`config.mk`:
```
export PLATFORM = sky130hd
export DESIGN_NAME = bar_window_xlat
export DESIGN_NICKNAME = d
export VERILOG_FILES = /design/src/rtl/bar_window_xlat.sv
export SDC_FILE = /design/constraint.sdc
export NUM_CORES = 1
export LEC_CHECK = 0
export ABC_AREA = 1
export BUFFER_PORTS_ARGS = -buffer_cell sky130_fd_sc_hd__buf_2
export CORE_MARGIN = 1
export CORE_UTILIZATION = 55
export DETAILED_ROUTE_END_ITERATION = 16
export GPL_TIMING_DRIVEN = 0
export HOLD_SLACK_MARGIN = 0.1
export PLACE_DENSITY_LB_ADDON = 0.08
export SETUP_SLACK_MARGIN = 0.15
export SLEW_MARGIN = 20
export SYNTH_ARGS = -nofsm -noshare
export SYNTH_HDL_FRONTEND = slang
export SYNTH_SLANG_ARGS = --single-unit
```
`constraint.sdc`:
```
create_clock -name clk -period 7.55 [get_ports clk]
set_input_delay 1.1325 -clock clk [delete_from_list [all_inputs] [get_ports clk]]
set_output_delay 1.1325 -clock clk [all_outputs]
set_load 0.05 [all_outputs]
```
`src/rtl/bar_window_xlat.sv`:
```
module bar_window_xlat #(
  parameter int NWIN      = 4,
  parameter int WIN_BYTES = 4096,
  parameter int IADDR_W   = 24,
  parameter int DATA_W    = 32,
  parameter int HADDR_W   = 16,
  parameter logic [HADDR_W-1:0] WIN_BASE = 16'h4000,
  parameter int CFG_AW    = 12,
  parameter logic [CFG_AW-1:0] ADMIN_BASE = 12'h100,
  parameter int PORT_W    = 2,
  parameter int PF_W      = 4,
  parameter logic [15:0] DFLT_FID = 16'h0007,
  parameter logic [PORT_W-1:0] DFLT_PORT = 1
) (
  input  logic               clk,
  input  logic               rst_n,
  input  logic               cfg_wr,
  input  logic [CFG_AW-1:0]  cfg_addr,
  input  logic [31:0]        cfg_wdata,
  output logic [31:0]        cfg_rdata,
  input  logic               h_valid,
  input  logic               h_we,
  input  logic [HADDR_W-1:0] h_addr,
  input  logic [DATA_W-1:0]  h_wdata,
  output logic [DATA_W-1:0]  h_rdata,
  output logic               h_err,
  output logic               i_valid,
  output logic               i_we,
  output logic [IADDR_W-1:0] i_addr,
  output logic [DATA_W-1:0]  i_wdata,
  input  logic [DATA_W-1:0]  i_rdata,
  output logic [15:0]        i_fid,
  output logic [PORT_W-1:0]  i_port
);
  localparam int IDX_W  = $clog2(NWIN);
  localparam int WOFF_W = $clog2(WIN_BYTES);
  localparam int OFF_W  = IADDR_W - 2;
  localparam int B_USE  = PORT_W;
  localparam int B_PP   = PORT_W + 1;
  localparam int B_FUNC = PORT_W + 2;
  localparam int B_VFV  = 15;
  localparam logic [HADDR_W-1:0] AREA = HADDR_W'(NWIN * WIN_BYTES);
  localparam logic [CFG_AW-1:0]  SPAN = CFG_AW'(NWIN * 8);

  logic [OFF_W-1:0] offs [NWIN];
  logic [15:0]      ctl  [NWIN];
  logic [15:0]      fid  [NWIN];

  logic [CFG_AW-1:0] crel;
  logic              cfg_hit;
  logic [IDX_W-1:0]  cidx;
  logic [15:0]       nctl, nfid;

  assign crel    = cfg_addr - ADMIN_BASE;
  assign cfg_hit = (cfg_addr >= ADMIN_BASE) && (crel < SPAN) && (crel[1:0] == 2'b00);
  assign cidx    = crel[3 +: IDX_W];

  always_comb begin
    nctl = cfg_wdata[15:0];
    nfid = cfg_wdata[31:16];
    if (nctl[B_FUNC]) begin
      nctl[PORT_W-1:0] = '0;
      nctl[B_USE]      = 1'b0;
      nctl[B_PP]       = 1'b1;
      if (!nfid[B_VFV]) nfid = 16'(nfid[PF_W-1:0]);
    end
  end

  always_ff @(posedge clk or negedge rst_n) begin
    if (!rst_n) begin
      for (int n = 0; n < NWIN; n++) begin
        offs[n] <= '1;
        ctl[n]  <= '0;
        fid[n]  <= '0;
      end
    end else if (cfg_wr && cfg_hit) begin
      if (!crel[2]) offs[cidx] <= cfg_wdata[OFF_W-1:0];
      else begin
        ctl[cidx] <= nctl;
        fid[cidx] <= nfid;
      end
    end
  end

  assign cfg_rdata = !cfg_hit ? '0 :
                     crel[2]  ? {fid[cidx], ctl[cidx]} : 32'(offs[cidx]);

  logic [HADDR_W-1:0] hrel;
  logic               in_area, ent_ok;
  logic [IDX_W-1:0]   widx;
  logic [WOFF_W-1:0]  woff;

  assign hrel    = h_addr - WIN_BASE;
  assign in_area = (h_addr >= WIN_BASE) && (hrel < AREA);
  assign widx    = hrel[WOFF_W +: IDX_W];
  assign woff    = hrel[WOFF_W-1:0];
  assign ent_ok  = offs[widx] != '1;

  assign i_valid = h_valid && in_area && ent_ok;
  assign h_err   = h_valid && in_area && !ent_ok;
  assign i_we    = h_we;
  assign i_wdata = h_wdata;
  assign i_addr  = {offs[widx], 2'b00} + IADDR_W'(woff);
  assign h_rdata = !in_area ? '0 : (ent_ok ? i_rdata : '1);
  assign i_fid   = ctl[widx][B_FUNC] ? fid[widx] : DFLT_FID;
  assign i_port  = (ctl[widx][B_PP] && ctl[widx][B_USE]) ? ctl[widx][PORT_W-1:0] : DFLT_PORT;
endmodule

```
==> summary by stage <==
Floorplanning
The floorplan step set the die height to 152 µm. The floorplan has 54 rows. The core region is 21900 µm². The overall die width is 152 µm. The starting density of the core is 0.564. The number of primary I/O pins is 270.

The area enclosed by the die boundary is 23000 µm².

Synth
The largest area contributor in the synthesized netlist is dfrtp_1. The synthesized netlist net count is 1762. The gate count after technology mapping is 1622. For this run, the register share of the synthesized area comes to 0.447. The most used flip-flop cell after synthesis is dfrtp_1.

During synthesis, Yosys emitted a total of 0 warnings. The cell with the most instances after synthesis is nand2_1. The share of Yosys cell area claimed by the top area cell type is 0.260.

The post-synthesis instance area is 12300 µm². The count of state elements after synthesis is 216. A synthesized cell averages 7.61 µm². After synthesis, the share of flip-flops with an asynchronous set or reset is 1.00.

The number of enable-type register cells in the synthesized netlist is 0. The commonest cells after synthesis are 466 x nand2_1, 265 x o21ai_0, 128 x dfrtp_1, 127 x inv_1, 93 x nor2_1. Counting distinct cell types in the post-synthesis netlist gives 41. Ranked by total cell area, the synthesized netlist is headed by dfrtp_1 26%, dfstp_2 19%, nand2_1 14%, o21ai_0 11%, o22ai_1 4.4%.

Clock tree
No sink is reached through more buffers than the 3 on the longest clock path. The clock net sink count is 216. The post-cts resize count is 0. The number of setup buffers added after CTS is 0.

The clock edge transition at the registers on the reported setup and hold paths is 0.06 ns. The TritonCTS clock tree is done. The number of buffers added by the clock tree synthesis step is 25. In this run the number of H-tree levels came out at 1. Buffers inserted to repair hold after CTS numbered 0. The cell sitting at the root of the clock tree is a clkbuf_16. At the later pin of the worst-skew pair, clock insertion delay measures 0.54 ns.

Setup path
Setup slack on the worst reg-to-reg path comes out at 6.70 ns. STA classifies the critical path endpoint as a primary output. The element type at the critical path start is an input pin. The critical path class is input pin to primary output.

The data arrival time of the worst path is 4.00 ns. Data on the critical path is required at its endpoint by 6.42 ns. The largest fanout on the critical path is 10.

Final layout
The final antenna diode count is 0. Measured on the finished design, the core utilization comes to 0.672. The number of nets in the layout is 2022.

In the final layout, flip-flops and latches occupy 5520 µm². The multi-input logic area is 5520 µm². The count of non-filler cells in the finished layout is 2179. The relative area change from synthesis to final layout is 19.3%. The final design area excluding fillers is 14700 µm². Of the cells placed in the final design, the portion with a size suffix greater than 1 is 0.249. The filler cells instantiated in the layout total 1911.

STA
After routing, the total negative slack on setup checks comes to 0 ns. The smallest clock period supported by the final layout is computed as 5.13 ns. Setup violations remaining at the end of the flow were counted as 0. In this run the tightest slew margin relative to its limit is 0.354. Setup repair after global routing left no endpoint under its margin. The max-slew violation count came to 0. The actual transition at the worst max-transition pin is 0.968 ns. The setup clock skew after layout is 0 ns. Derived from the worst setup path, the maximum achievable clock frequency is 195 MHz. The final hold violation count came to 0. The ratio of final minimum period to clock period is 0.679.

Power and ir drop
The static leakage power is 6.97 nW. The power per standard cell area is 193 nW/µm². Total power for the finished layout comes to 0.00284 W.

The worst ir drop on vdd is 0.000180 V.

GRT
The first global-routing pass estimated 67000 µm of wire. The number of antenna violations at the first check in global routing is 0. Entering global routing, the biggest net connects 85 pins. The total track usage is 0.386. The via count of the first global-routing pass came to 11977.

The total overflow left after global routing is 0.

Placed design
The wire-length estimate of the detail-placed layout is 31400 µm. The placed instances occupy a cell area of 13900 µm². The congestion estimate from routability-driven global placement came to 0.951. After detailed placement, the design holds a cell count of 2135.

Buffers placed on the I/O ports in this run total 231.

Min path
The kind of path behind the tightest hold check is register to register.

Outcome
The run finished with clean final reports.

Run
Max-cap violations in this run came to 0.

Drt
Across all layers, the routed design uses 13116 vias. The final antenna-violating net count is 0. The average detailed-routed wire length per instance is 20.4 µm. The number of DRC markers in iteration 0 is 1569. The number of detailed-route iterations in the first pass is 6. The remaining routing DRC violations is 0. Using the TritonRoute via totals, the vias-per-cell ratio works out to 6.02. The final layout contains routed wiring with a total length of 44600 µm.
through the flow:
step,hold slack [ns],setup slack (ns)
6_report,0.484,2.42
5_1_grt,0.496,2.26
4_1_cts,0.483,2.46
3_5_place_dp,0.468,2.47
3_3_place_gp,0.462,1.74
2_1_floorplan,0.448,2.64
cell type report:
type	instances	area share
inverters	130	0.0333
clock buffers	31	0.0461
clock inverters	13	0.00901
plain buffers	140	0.0551
flip-flops and latches	216	0.375
multi-input cells	1136	0.375
repair buffers	233	0.0830
well taps	280	0.0238
logic make-up after synthesis:
kind of cell,Yosys count,share of synthesized area
simple gates,649,0.209
compound gates,462,0.216
buf+inv,270,0.105
flops,216,0.447
xor+xnor,14,0.00994
fa+ha+maj,11,0.0118
flip-flops by register name, indices dropped and copies added, names as in the netlist:
signal  flops
offs       88
ctl        64
fid        64
placed cells by master (no fill, tap or decap), drive strengths merged:
cell type  instances
fa                 1
ha                10
nor2              98
o21ai            270
o31ai             18
a31oi             10
clkbuf            99
bufinv             2
o2111ai            9
or2                1
and2b              1
nand3             65
nand4              1
o22ai             87
nand3b             1
nand2            471
inv              131
buf              305
a211oi             1
o211ai             3
xor2               8
xnor2              6
o221ai             2
a21oi             52
nor3              10
dfstp             88
a22oi             10
dfrtp            128
clkinv            10
nor4               1
routing by layer:
| metal | global-route usage | part of all wire | vias to the layer above | wire, µm |
|---|---|---|---|---|
| li1 | - | - | 5889 | - |
| met1 | 0.515 | 0.38 | 6098 | 16700 |
| met2 | 0.603 | 0.45 | 938 | 20200 |
| met3 | 0.0766 | 0.12 | 191 | 5550 |
| met4 | 0.187 | 0.048 | 0 | 2130 |
| met5 | 0 | 0 | - | 0 |
power by group:
group	switching, W	leakage (nW)	total, W	internal [W]
registers	0.00000383	2.70	0.00117	0.00117
logic	0.000339	3.87	0.000458	0.000120
clock network	0.000503	0.405	0.00121	0.000708
path summary, 6_finish.rpt:
check	startpoint	endpoint	depth (start not counted)
hold / removal	ctl[38]	ctl[38]	2
hold reg to reg	ctl[38]	ctl[38]	2
setup / recovery	h_addr[12]	i_addr[18]	19
setup reg to reg	offs[77]	offs[77]	2
max in group asynchronous	rst_n	offs[84]	3
min in group asynchronous	rst_n	ctl[34]	1
critical path, cell delays in order:
cell and delay (ns):
buf_6 0.11, inv_4 0.05, buf_8 0.13, buf_4 0.22
nand2_1 0.08, nand3_1 0.07, nand2_1 0.10, inv_1 0.08
ha_1 0.18, inv_1 0.08, fa_1 0.43, o21ai_0 0.31
nand3_1 0.12, nand2_1 0.15, nand3_1 0.09, nand2_1 0.15
nand2_1 0.08, xor2_1 0.13, buf_2 0.29
(Power assumes the default switching activity.)
